File: config.mk
export PLATFORM = sky130hd
export DESIGN_NAME = aad_mux_seq
export DESIGN_NICKNAME = d
export VERILOG_FILES = /design/src/rtl/aad_pkg.sv /design/src/rtl/aad_timer.sv /design/src/rtl/aad_window.sv /design/src/rtl/aad_bus_sel.sv /design/src/rtl/aad_mux_seq.sv
export SDC_FILE = /design/constraint.sdc
export NUM_CORES = 1
export LEC_CHECK = 0
export ABC_CLOCK_PERIOD_IN_PS = 3450
export BUFFER_PORTS_ARGS = -buffer_cell sky130_fd_sc_hd__buf_2
export CAP_MARGIN = 20
export CORE_AREA = 2 2 112 114
export DETAILED_ROUTE_END_ITERATION = 16
export DIE_AREA = 0 0 114 116
export PLACE_DENSITY = 0.76
export REMOVE_ABC_BUFFERS = 1
export SLEW_MARGIN = 0
export SYNTH_ARGS = -nofsm -noshare
export SYNTH_HDL_FRONTEND = slang
export SYNTH_SLANG_ARGS = --single-unit
File: constraint.sdc
create_clock -name clk -period 3.45 [get_ports clk]
set_clock_uncertainty 0.1 [all_clocks]
set_input_delay 0.1725 -clock clk [delete_from_list [all_inputs] [get_ports clk]]
set_output_delay 0.1725 -clock clk [all_outputs]
set_load 0.02 [all_outputs]
File: src/rtl/aad_pkg.sv
package aad_pkg;
  localparam int T_W = 5;
  typedef logic [T_W-1:0] tick_t;

  function automatic tick_t tick_max(input tick_t a, input tick_t b);
    return (a > b) ? a : b;
  endfunction
endpackage

File: src/rtl/aad_timer.sv
module aad_timer
  import aad_pkg::*;
(
  input  logic  clk,
  input  logic  rst,
  input  logic  start,
  input  tick_t t_end,
  output logic  busy,
  output tick_t cnt,
  output tick_t t_nxt,
  output logic  fin
);
  assign fin   = busy && (cnt == t_end);
  assign t_nxt = start ? '0 : tick_t'(cnt + 1'b1);

  always_ff @(posedge clk) begin
    if (rst) begin
      busy <= 1'b0;
      cnt  <= '0;
    end else if (start) begin
      busy <= 1'b1;
      cnt  <= '0;
    end else if (fin) begin
      busy <= 1'b0;
    end else if (busy) begin
      cnt <= tick_t'(cnt + 1'b1);
    end
  end
endmodule

File: src/rtl/aad_window.sv
module aad_window
  import aad_pkg::*;
(
  input  tick_t t,
  input  tick_t on_t,
  input  tick_t off_t,
  output logic  hit
);
  assign hit = (t >= on_t) && (t < off_t);
endmodule

File: src/rtl/aad_bus_sel.sv
module aad_bus_sel
  import aad_pkg::*;
#(
  parameter int BUS_W = 16
) (
  input  tick_t            t,
  input  logic             wr,
  input  logic [BUS_W-1:0] addr_hi,
  input  logic [BUS_W-1:0] addr_lo,
  input  logic [BUS_W-1:0] wdata,
  input  tick_t            lo_from,
  input  tick_t            rd_from,
  input  tick_t            wd_from,
  output logic             drive,
  output logic [BUS_W-1:0] val
);
  always_comb begin
    drive = wr || (t < rd_from);
    if (t < lo_from)             val = addr_hi;
    else if (wr && t >= wd_from) val = wdata;
    else                         val = addr_lo;
  end
endmodule

File: src/rtl/aad_mux_seq.sv
module aad_mux_seq
  import aad_pkg::*;
#(
  parameter int BUS_W = 16
) (
  input  logic               clk,
  input  logic               rst,
  input  logic               req_valid,
  output logic               req_ready,
  input  logic               req_write,
  input  logic [2*BUS_W-1:0] req_addr,
  input  logic [BUS_W-1:0]   req_wdata,
  output logic               rsp_done,
  output logic [BUS_W-1:0]   rsp_rdata,
  input  logic [2:0]         cfg_adv1_on,
  input  logic [2:0]         cfg_adv1_off,
  input  logic [3:0]         cfg_adv2_on,
  input  logic [4:0]         cfg_adv2_off,
  input  logic [2:0]         cfg_oe1_on,
  input  logic [2:0]         cfg_oe1_off,
  input  logic [3:0]         cfg_oe2_on,
  input  logic [4:0]         cfg_oe2_off,
  input  logic [3:0]         cfg_we_on,
  input  logic [4:0]         cfg_we_off,
  output logic               cs_n,
  output logic               adv_n,
  output logic               oe_n,
  output logic               we_n,
  output logic               bus_drive,
  output logic [BUS_W-1:0]   bus_out,
  input  logic [BUS_W-1:0]   bus_in
);
  localparam int ADDR_W = 2 * BUS_W;
  localparam int NWIN   = 5;
  localparam int W_ADV1 = 0;
  localparam int W_ADV2 = 1;
  localparam int W_OE1  = 2;
  localparam int W_OE2  = 3;
  localparam int W_WE   = 4;

  logic              busy, fin, start, run;
  tick_t             cnt, t_nxt, t_end;
  logic              cmd_wr_q, cmd_wr_n;
  logic [ADDR_W-1:0] cmd_addr_q, cmd_addr_n;
  logic [BUS_W-1:0]  cmd_wd_q, cmd_wd_n;
  logic [BUS_W-1:0]  rdata_q;
  logic              sel_drive;
  logic [BUS_W-1:0]  sel_val;
  logic              capture;

  tick_t [NWIN-1:0] on_v, off_v;
  logic  [NWIN-1:0] hit;

  assign on_v[W_ADV1]  = tick_t'(cfg_adv1_on);
  assign off_v[W_ADV1] = tick_t'(cfg_adv1_off);
  assign on_v[W_ADV2]  = tick_t'(cfg_adv2_on);
  assign off_v[W_ADV2] = tick_t'(cfg_adv2_off);
  assign on_v[W_OE1]   = tick_t'(cfg_oe1_on);
  assign off_v[W_OE1]  = tick_t'(cfg_oe1_off);
  assign on_v[W_OE2]   = tick_t'(cfg_oe2_on);
  assign off_v[W_OE2]  = tick_t'(cfg_oe2_off);
  assign on_v[W_WE]    = tick_t'(cfg_we_on);
  assign off_v[W_WE]   = tick_t'(cfg_we_off);

  assign req_ready = !busy;
  assign start     = req_valid && !busy;
  assign run       = start || (busy && !fin);
  assign t_end     = cmd_wr_q ? tick_max(off_v[W_ADV2], off_v[W_WE])
                              : tick_max(off_v[W_ADV2], off_v[W_OE2]);

  assign cmd_wr_n   = start ? req_write : cmd_wr_q;
  assign cmd_addr_n = start ? req_addr  : cmd_addr_q;
  assign cmd_wd_n   = start ? req_wdata : cmd_wd_q;

  assign capture = busy && !fin && !cmd_wr_q &&
                   (tick_t'(cnt + 1'b1) == off_v[W_OE2]);

  aad_timer u_timer (
    .clk   (clk),
    .rst   (rst),
    .start (start),
    .t_end (t_end),
    .busy  (busy),
    .cnt   (cnt),
    .t_nxt (t_nxt),
    .fin   (fin)
  );

  for (genvar i = 0; i < NWIN; i++) begin : g_win
    aad_window u_win (
      .t     (t_nxt),
      .on_t  (on_v[i]),
      .off_t (off_v[i]),
      .hit   (hit[i])
    );
  end

  aad_bus_sel #(.BUS_W(BUS_W)) u_sel (
    .t       (t_nxt),
    .wr      (cmd_wr_n),
    .addr_hi (cmd_addr_n[ADDR_W-1:BUS_W]),
    .addr_lo (cmd_addr_n[BUS_W-1:0]),
    .wdata   (cmd_wd_n),
    .lo_from (off_v[W_OE1]),
    .rd_from (on_v[W_OE2]),
    .wd_from (on_v[W_WE]),
    .drive   (sel_drive),
    .val     (sel_val)
  );

  always_ff @(posedge clk) begin
    if (rst) begin
      cmd_wr_q   <= 1'b0;
      cmd_addr_q <= '0;
      cmd_wd_q   <= '0;
      rdata_q    <= '0;
      rsp_done   <= 1'b0;
      cs_n       <= 1'b1;
      adv_n      <= 1'b1;
      oe_n       <= 1'b1;
      we_n       <= 1'b1;
      bus_drive  <= 1'b1;
      bus_out    <= '0;
    end else begin
      cmd_wr_q   <= cmd_wr_n;
      cmd_addr_q <= cmd_addr_n;
      cmd_wd_q   <= cmd_wd_n;
      rsp_done   <= fin;
      if (capture) rdata_q <= bus_in;
      if (run) begin
        cs_n      <= 1'b0;
        adv_n     <= !(hit[W_ADV1] || hit[W_ADV2]);
        oe_n      <= !(hit[W_OE1] || (hit[W_OE2] && !cmd_wr_n));
        we_n      <= !(hit[W_WE] && cmd_wr_n);
        bus_drive <= sel_drive;
        bus_out   <= sel_val;
      end else begin
        cs_n      <= 1'b1;
        adv_n     <= 1'b1;
        oe_n      <= 1'b1;
        we_n      <= 1'b1;
        bus_drive <= 1'b1;
        bus_out   <= rdata_q;
      end
    end
  end

  assign rsp_rdata = rdata_q;
endmodule

==> Word-level counts from Yosys, hierarchy flattened <==
Cells that the tools add are included.
{ "word_totals": {"ff_bits": 93, "latch_bits": 0, "ramBits": 0, "mem_bits_ro": 0, "input_bits": 107, "elab_cells": 72, "memories": 0} }
{ "op_classes": {"add_sub_neg": 1, "multipliers": 0, "div": 0, "n_lt_le_gt_ge": 13, "eq_ne": 2, "shifts": 0, "mux": 13, "n_bitwise": 2, "n_reduce_logical": 28} }
{ "op_table": {"columns": ["operator", "count"], "rows": [
  ["$mux 16", 4],
  ["$mux 32", 1],
  ["$mux 5", 4],
  ["$ge 5x4->1", 3],
  ["$lt 5x5->1", 3],
  ["$logic_and 1x1->1", 13],
  ["$eq 5x5->1", 2],
  ["$ge 5x3->1", 2],
  ["$gt 5x5->1", 2],
  ["$lt 5x3->1", 2],
  ["$logic_not 1->1", 7],
  ["$add 5x1->5 const B", 1],
  ["$lt 5x4->1", 1],
  ["$logic_or 1x1->1", 4],
  ["$mux 1", 4],
  ["$reduce_or 2->1", 2],
  ["$not 1->1", 2],
  ["$reduce_and 2->1", 1],
  ["$reduce_bool 2->1", 1]
]} }

==> Logic depth before layout (Yosys ltp) <==
Gate-level depths: netlist (run 1).
{ "logic_depth": {"word_depth": 10, "mapped_depth": 16, "depth_no_buf": 11} }

==> Modules after synthesis <==
Synthesis (run 1) repeated with hierarchy kept, for this count alone.
{ "unflattened": {"hier_cells": 653, "hier_area_um2": 6256.0} }
{ "by_module_without_submodules": {"columns": ["mod", "instances", "cells_each", "area_per_inst_um2", "seq_area_each_um2"], "rows": [
  ["aad_mux_seq", 1, 356, 3809.9, 1741.7],
  ["aad_window", 5, 30, 220.2, 0.0],
  ["aad_bus_sel", 1, 80, 807.0, 0.0],
  ["aad_timer", 1, 67, 538.0, 120.1]
]} }

==> Worst setup path after synthesis (run 1) <==
OpenSTA, ideal clock, no wires.
{ "synth_path": {"path_type": "reg2reg", "start": "register u_timer.busy", "end": "register bus_out[0]", "setup_ns": 0.130, "t_arrival_ns": 3.083, "required_time_ns": 3.220, "setup_slack_ns": 0.138, "path_stages_with_launch": 15, "n_path_buf": 5, "path_cell_list": "dfxtp_1 > clkbuf_2 > nand2b_1 > clkbuf_1 > clkbuf_1 > and2_1 > ha_1 > a21o_1 > a2111o_1 > clkbuf_1 > clkbuf_1 > o21ai_0 > a21oi_1 > nor2_1 > o22ai_1"} }
{ "synth_between": {"elab_chain_len": 8} }
{ "synth_rtl": {"columns": ["element", "line", "text"], "rows": [
  ["start: declaration", "aad_timer.sv:8", "output logic busy,"],
  ["start signal: assignment", "aad_timer.sv:18", "busy <= 1'b0;"],
  ["start signal: assignment", "aad_timer.sv:21", "busy <= 1'b1;"],
  ["start signal: assignment", "aad_timer.sv:24", "busy <= 1'b0;"],
  ["$logic_not 1->1", "aad_mux_seq.sv:66", "assign start = req_valid && !busy;"],
  ["$logic_and 1x1->1", "aad_mux_seq.sv:66", null],
  ["$mux 5", "aad_timer.sv:14", "assign t_nxt = start ? '0 : tick_t'(cnt + 1'b1);"],
  ["$ge 5x4->1", "aad_bus_sel.sv:20", "else if (wr && t >= wd_from) val = wdata;"],
  ["$logic_and 1x1->1", "aad_bus_sel.sv:20", null],
  ["$mux 16", "aad_bus_sel.sv:20", null],
  ["$mux 16", "aad_bus_sel.sv:19", "if (t < lo_from) val = addr_hi;"],
  ["$mux 16 *", "aad_mux_seq.sv:130", "if (run) begin"],
  ["end signal: assignment", "aad_mux_seq.sv:136", "bus_out <= sel_val;"],
  ["end signal: assignment", "aad_mux_seq.sv:143", "bus_out <= rdata_q;"],
  ["end: declaration", "aad_mux_seq.sv:30", "output logic [BUS_W-1:0] bus_out,"]
]} }
Mark *: on every way between the ends. The rest lies on a longest branch, timed or not.
A chain may end at the register's enable or synchronous reset.

==> Final worst setup path (run 1) <==
{ "layout_path": {"start": "register cmd_wr_q", "end": "register bus_out[10]"} }
{ "layout_between": {"elab_chain_len": 7} }
{ "layout_rtl": {"columns": ["element", "line", "text"], "rows": [
  ["start: declaration", "aad_mux_seq.sv:43", "logic cmd_wr_q, cmd_wr_n;"],
  ["start signal: assignment", "aad_mux_seq.sv:125", "cmd_wr_q <= cmd_wr_n;"],
  ["$mux 5", "aad_mux_seq.sv:68", "assign t_end = cmd_wr_q ? tick_max(off_v[W_ADV2], off_v[W_WE])"],
  ["$eq 5x5->1", "aad_timer.sv:13", "assign fin = busy && (cnt == t_end);"],
  ["$logic_and 1x1->1", "aad_timer.sv:13", null],
  ["$logic_not 1->1", "aad_mux_seq.sv:67", "assign run = start || (busy && !fin);"],
  ["$logic_and 1x1->1", "aad_mux_seq.sv:67", null],
  ["$logic_or 1x1->1", "aad_mux_seq.sv:67", null],
  ["$mux 16 *", "aad_mux_seq.sv:130", null]
]} }
Marks and branches as above.

==> results of run 1 <==
## cell type report
class | instances | area [um^2] | area share (%)
flip-flops and latches | 93 | 1860 | 24.7
repair buffers | 223 | 1490 | 19.8
well taps | 147 | 184 | 2.44
multi-input cells | 557 | 3560 | 47.3
clock inverters | 5 | 58.8 | 0.780
clock buffers | 11 | 243 | 3.22
inverters | 36 | 135 | 1.79
diodes | 1 | 2.50 | 0.0332
## power by group
part / leakage, nW / internal [W] / switching, W
registers: 0.760 / 0.00113 / 0.0000293
clock network: 0.142 / 0.000583 / 0.000422
logic: 2.38 / 0.000292 / 0.000376
## cells by family after synthesis
kind of cell	count (synthesis)	share of synthesized area, %
simple gates	236	17.8
compound gates	201	20.8
buf+inv	83	6.39
mux	62	11.0
flops	93	32.2
fa+ha+maj	45	9.74
xor+xnor	13	2.10
## metal layers
| metal | global-route usage (%) | vias to the layer above | routed length [um] |
|---|---|---|---|
| met5 | 0 | - | 0 |
| met4 | 11.1 | 0 | 453 |
| met3 | 4.39 | 35 | 1070 |
| met2 | 41.0 | 210 | 7720 |
| met1 | 30.2 | 2649 | 6850 |
| li1 | - | 2927 | - |
## final timing paths
path | from | end | slack [ns] | depth (start not counted)
worst min register to register | cmd_addr_q[26] | cmd_addr_q[26] | 0.35 | 2
worst max register to register | cmd_wr_q | bus_out[10] | 0.27 | 6
worst min-delay path | bus_in[3] | rsp_rdata[3] | -0.004 | 3
worst max-delay path | cmd_wr_q | bus_out[10] | 0.27 | 6
## repair_timing
item | CTS | global route
endpoints found under the hold margin | 61 | 0
hold buffers | 61 | 0
gates resized for setup | 0 | 0
## metrics by stage
step | setup TNS, ns | std cells | setup slack [ns] | util (%) | instance area, um^2
4_1_cts | 0 | 1072 | 0.420 | 63.2 | 7530
6_report | 0 | 1073 | 0.274 | 63.3 | 7530
2_1_floorplan | -45.66 | 686 | -2.43 | - | 5550
3_5_place_dp | 0 | 995 | 0.310 | 55.6 | 6620
5_1_grt | 0 | 1072 | 0.0540 | 63.2 | 7530
3_3_place_gp | 0 | 995 | 0.327 | 55.6 | 6620
## cell usage after synthesis, drive strengths merged, types with 5 or more instances
cell type  count
nand2        155
a21oi         96
dfxtp         93
mux2i         62
o21ai         47
ha            45
inv           35
clkbuf        32
nor2          28
o22ai         19
buf           12
a211oi        11
xnor2         11
nor3          10
nand2b         9
or3            8
a21o           6
nor2b          6
and2           5
nand3          5
## worst min-delay path: stages
cell and delay, ns:
buf_2 0.10, nand2_1 0.05, mux2i_1 0.06
## flip-flops by register name, indices dropped and copies added, names as in the netlist
signal	flops
oe_n	1
cmd_addr_q	32
cs_n	1
u_timer.cnt	5
rsp_rdata	16
bus_out	16
cmd_wd_q	16
cmd_wr_q	1
adv_n	1
rsp_done	1
we_n	1
bus_drive	1
u_timer.busy	1
==> flow_summary_export.csv, run 1 <==
group,metric,value,unit
floorplanning,pin_count,146,
sta,hold_viol,2,
clock_tree,cts.root.buffer_cell,"clkbuf_16",
worst_setup_path,cp.required,3.53,ns
min_path,hold_class,"in2reg",
worst_setup_path,setup.worst_path.start_class,"flop",
synthesis,ys_seq_area_share,32.2,%
floorplanning,core_area,0.0119,mm^2
sta,fin_crit_sh,92.1,%
run_status,failed_checks,"hold timing",
placement,port_buffers,145,
floorplanning,die_w,114,um
routing,wl,16100,um
grt,grt_pass1_wl,26000,um
floorplanning,rows,40,
synthesis,ys.flop_type,"dfxtp_1",
routing,wire_per_inst,15.0,um
clock_tree,cts_tree,"done",
synthesis,synth-warning-count,0,
worst_setup_path,path_delay_family,"compound AO/OA/AOI/OAI gates",
clock_tree,post-cts-setup-buffers,0,
sta,tightestPinTransition,1.02,ns
finish,layout_commonest_cell,"nand2_1",
routing,vias,5821,
floorplanning,die_h,116,um
clock_tree,numCtsBuffers,9,
power,powerDensity,376,mW/mm^2
synthesis,synth.avg_cell_area,7.88,um^2
routing,drc_errors,0,
routing,drtPass1Iterations,7,
grt,grt_pass1_vias,5497,
finish,nFillCells,989,
synthesis,yosysUniqueCellTypes,54,
grt,antenna_found_initial,1,
synthesis,syn_area,0.00578,mm^2
job,maxCapViolCount,0,
clock_tree,clk_pin_slew_worst_paths,0.07,ns
synthesis,postSynth.asyncResetShare,0,%
synthesis,synth_edf_count,0,
routing,viasPerCell,5.42,
grt,grt_max_degree,68,
worst_setup_path,worstPathCellList,"nand4_1 -> o2111ai_1 -> xnor2_1 -> nor4_4 -> a21oi_2 -> o22ai_1",
sta,holdWs,-0.00437,ns
synthesis,yosysTopAreaCell,"dfxtp_1",
worst_setup_path,worstSetupEndpointType,"flop",
synthesis,ys_seq_elements,93,
grt,gr-total-overflow,0,
worst_setup_path,cp_slowest_cell,"dfxtp_1",
clock_tree,cts_buffer_depth,2,
power,total_power,0.00283,W
power,p_leak,3.28,nW
worst_setup_path,max_stage_delay,0.86,ns
clock_tree,htree_num_levels,3,
worst_setup_path,cp_max_fo,21,
synthesis,synth_cells,733,
sta,slew_headroom,32.1,%
sta,slew_violations,0,
sta,period_minus_slack,3.18,ns
sta,fmax,315,MHz
finish,final_cell_mix,"nand2_1 (154), buf_2 (145), a21oi_1 (93), dfxtp_1 (93)",
clock_tree,clock_latency,0.34,ns
run_status,status,"finished with violations",
synthesis,synth_top_area_share,32.2,%
power,ir_drop,316,uV
clock_tree,cts.sinks,93,
finish,drive_gt1_share,21.2,%
placement,place.gp.congestion,0.953,
finish,fin_nets,1072,
worst_setup_path,critPathArrivalTime,3.26,ns
grt,grt_use_total,24.2,%
sta,rsz0062_at_grt,"false",
finish,area_delta_synth_final,30.4,%
sta,setup_violations,0,
routing,antenna_left,0,
floorplanning,start_util,48.5,%
worst_setup_path,setup.worst_path.class,"reg2reg",
floorplanning,dieArea,0.0132,mm^2
synthesis,ys_top_cells_by_area,"dfxtp_1 (32%), mux2i_1 (11%), nand2_1 (10%)",
worst_setup_path,crit_buf_inv,0,
routing,drt_iter0_markers,445,
placement,dp.final_hpwl,10800,um
Power figures use the tool's default switching activity.
==> run 2: changes to the inputs <==
Settings changed: BUFFER_PORTS_ARGS -buffer_cell sky130_fd_sc_hd__buf_2 to -buffer_cell sky130_fd_sc_hd__buf_4, REMOVE_ABC_BUFFERS 1 to not set.
==> flow_summary_export.csv, run 2 (synthesis gave the netlist of run 1 again) <==
group,metric,value,unit
run_status,status,"finished clean",
sta,slew_headroom,50.5,%
routing,drt_iter0_markers,496,
sta,period_minus_slack,3.13,ns
sta,slew_violations,0,
worst_setup_path,setup.worst_path.start_class,"flop",
grt,gr-total-overflow,0,
placement,port_buffers,145,
worst_setup_path,setup.worst_path.class,"reg2reg",
placement,dp.final_hpwl,11700,um
finish,diodes,0,
finish,largest_register_ffs,32,
routing,drc_errors,0,
placement,place.gp.congestion,0.913,
placement,dpl-instance-area,0.00697,mm^2
floorplanning,core_area,0.0119,mm^2
clock_tree,cts.sinks,93,
clock_tree,htree_num_levels,3,
finish,drive_gt1_share,21.5,%
sta,setup_violations,0,
routing,viasPerCell,5.34,
routing,drtPass1Iterations,5,
floorplanning,dieArea,0.0132,mm^2
clock_tree,cts_tree,"done",
worst_setup_path,cp.required,3.53,ns
worst_setup_path,critPathArrivalTime,3.21,ns
grt,grt_pass1_wl,26400,um
finish,fin_nets,1068,
floorplanning,die_w,114,um
clock_tree,clk_pin_slew_worst_paths,0.07,ns
job,maxCapViolCount,0,
worst_setup_path,worstSetupEndpointType,"flop",
finish,regMostFlops,"cmd_addr_q",
clock_tree,post-cts-setup-buffers,0,
routing,vias,5698,
sta,holdWs,0.00928,ns
clock_tree,cts_resized,0,
power,powerDensity,362,mW/mm^2
grt,grt_max_degree,71,
clock_tree,cts.root.buffer_cell,"clkbuf_16",
finish,layout_commonest_cell,"buf_4",
clock_tree,numCtsBuffers,9,
min_path,hold_class,"in2reg",
floorplanning,rows,40,
worst_setup_path,cp_max_fo,8,
finish,final_cell_area,0.00783,mm^2
clock_tree,clock_latency,0.34,ns
floorplanning,pin_count,146,
clock_tree,cts_buffer_depth,2,
sta,hold_viol,0,
routing,wl,16700,um
finish,final_cell_mix,"buf_4 (162), nand2_1 (154), a21oi_1 (93), dfxtp_1 (93), mux2i_1 (61)",
routing,antenna_left,0,
routing,wire_per_inst,15.6,um
sta,fmax,320,MHz
grt,grt_pass1_vias,5368,
grt,grt_use_total,25.0,%
floorplanning,die_h,116,um
sta,fin_crit_sh,90.7,%
sta,tightestPinTransition,0.743,ns
power,p_leak,3.36,nW
synthesis,synth_nets,885,
finish,area_delta_synth_final,35.5,%
sta,setup_tns,0,ns
grt,antenna_found_initial,0,
floorplanning,start_util,48.5,%
power,ir_drop,255,uV
sta,rsz0062_at_grt,"false",
[run 2: changes by cell type in the layout (fill, tap and decap cells not counted), sizes merged, moves of 2 or more]
cell	before	now
dlygate4sd3	61	56
clkinv	2	4
clkinvlp	2	0
inv	36	38
[run 2: area by class of cell]
type                    instances  area (um^2)
fillers                      1028         4080
multi-input cells             557         3560
flip-flops and latches         93         1860
repair buffers                219         1800
clock buffers                  10          239
well taps                     147          184
inverters                      36          135
clock inverters                 6         55.1
[run 2: per-stage QoR]
stage / util, % / cells / setup WS, ns / power [W]
2_1_floorplan: - / 733 / 0.138 / 0.00159
3_3_place_gp: 58.5 / 995 / 0.375 / 0.00183
3_5_place_dp: 58.5 / 995 / 0.297 / 0.00184
4_1_cts: 65.7 / 1067 / 0.343 / 0.00285
5_1_grt: 65.8 / 1068 / 0.0682 / 0.00299
6_report: 65.8 / 1068 / 0.320 / 0.00284
[run 2: worst max-delay path, cell delays in order, from the launching register on]
cell     delay (ns)
dfxtp_1        0.50
nand3_1        0.17
xnor2_1        0.35
and2_1         0.22
ha_1           0.23
o21ai_0        0.07
a21oi_1        0.07
o31a_2         0.39
buf_4          0.20
mux2i_1        0.16
a21oi_1        0.08
nor2_1         0.27
o22ai_1        0.15
[run 2: metal layers]
layer / wire (um) / vias up / GRT usage, %
met3: 798 / 14 / 4.18
met5: 0 / - / 0
met1: 7520 / 2624 / 33.7
li1: - / 2919 / -
met4: 141 / 0 / 4.47
met2: 8200 / 141 / 42.7
[run 2: timing repair]
item	CTS	global route
setup endpoints to repair	0	0
hold buffers	56	0
hold endpoints to repair	56	0
[run 2: worst paths after layout]
| check | depth (start not counted) | from | slack, ns | end |
|---|---|---|---|---|
| max | 12 | u_timer.cnt[2] | 0.32 | bus_out[2] |
| min | 3 | req_addr[30] | 0.009 | cmd_addr_q[30] |
| max reg2reg | 12 | u_timer.cnt[2] | 0.32 | bus_out[2] |
| min reg2reg | 2 | cmd_addr_q[16] | 0.35 | cmd_addr_q[16] |
[run 2: power by group]
part / switching (W) / internal (W) / leakage (nW)
clock network: 0.000438 / 0.000523 / 0.146
registers: 0.0000284 / 0.00113 / 0.760
logic: 0.000387 / 0.000333 / 2.46
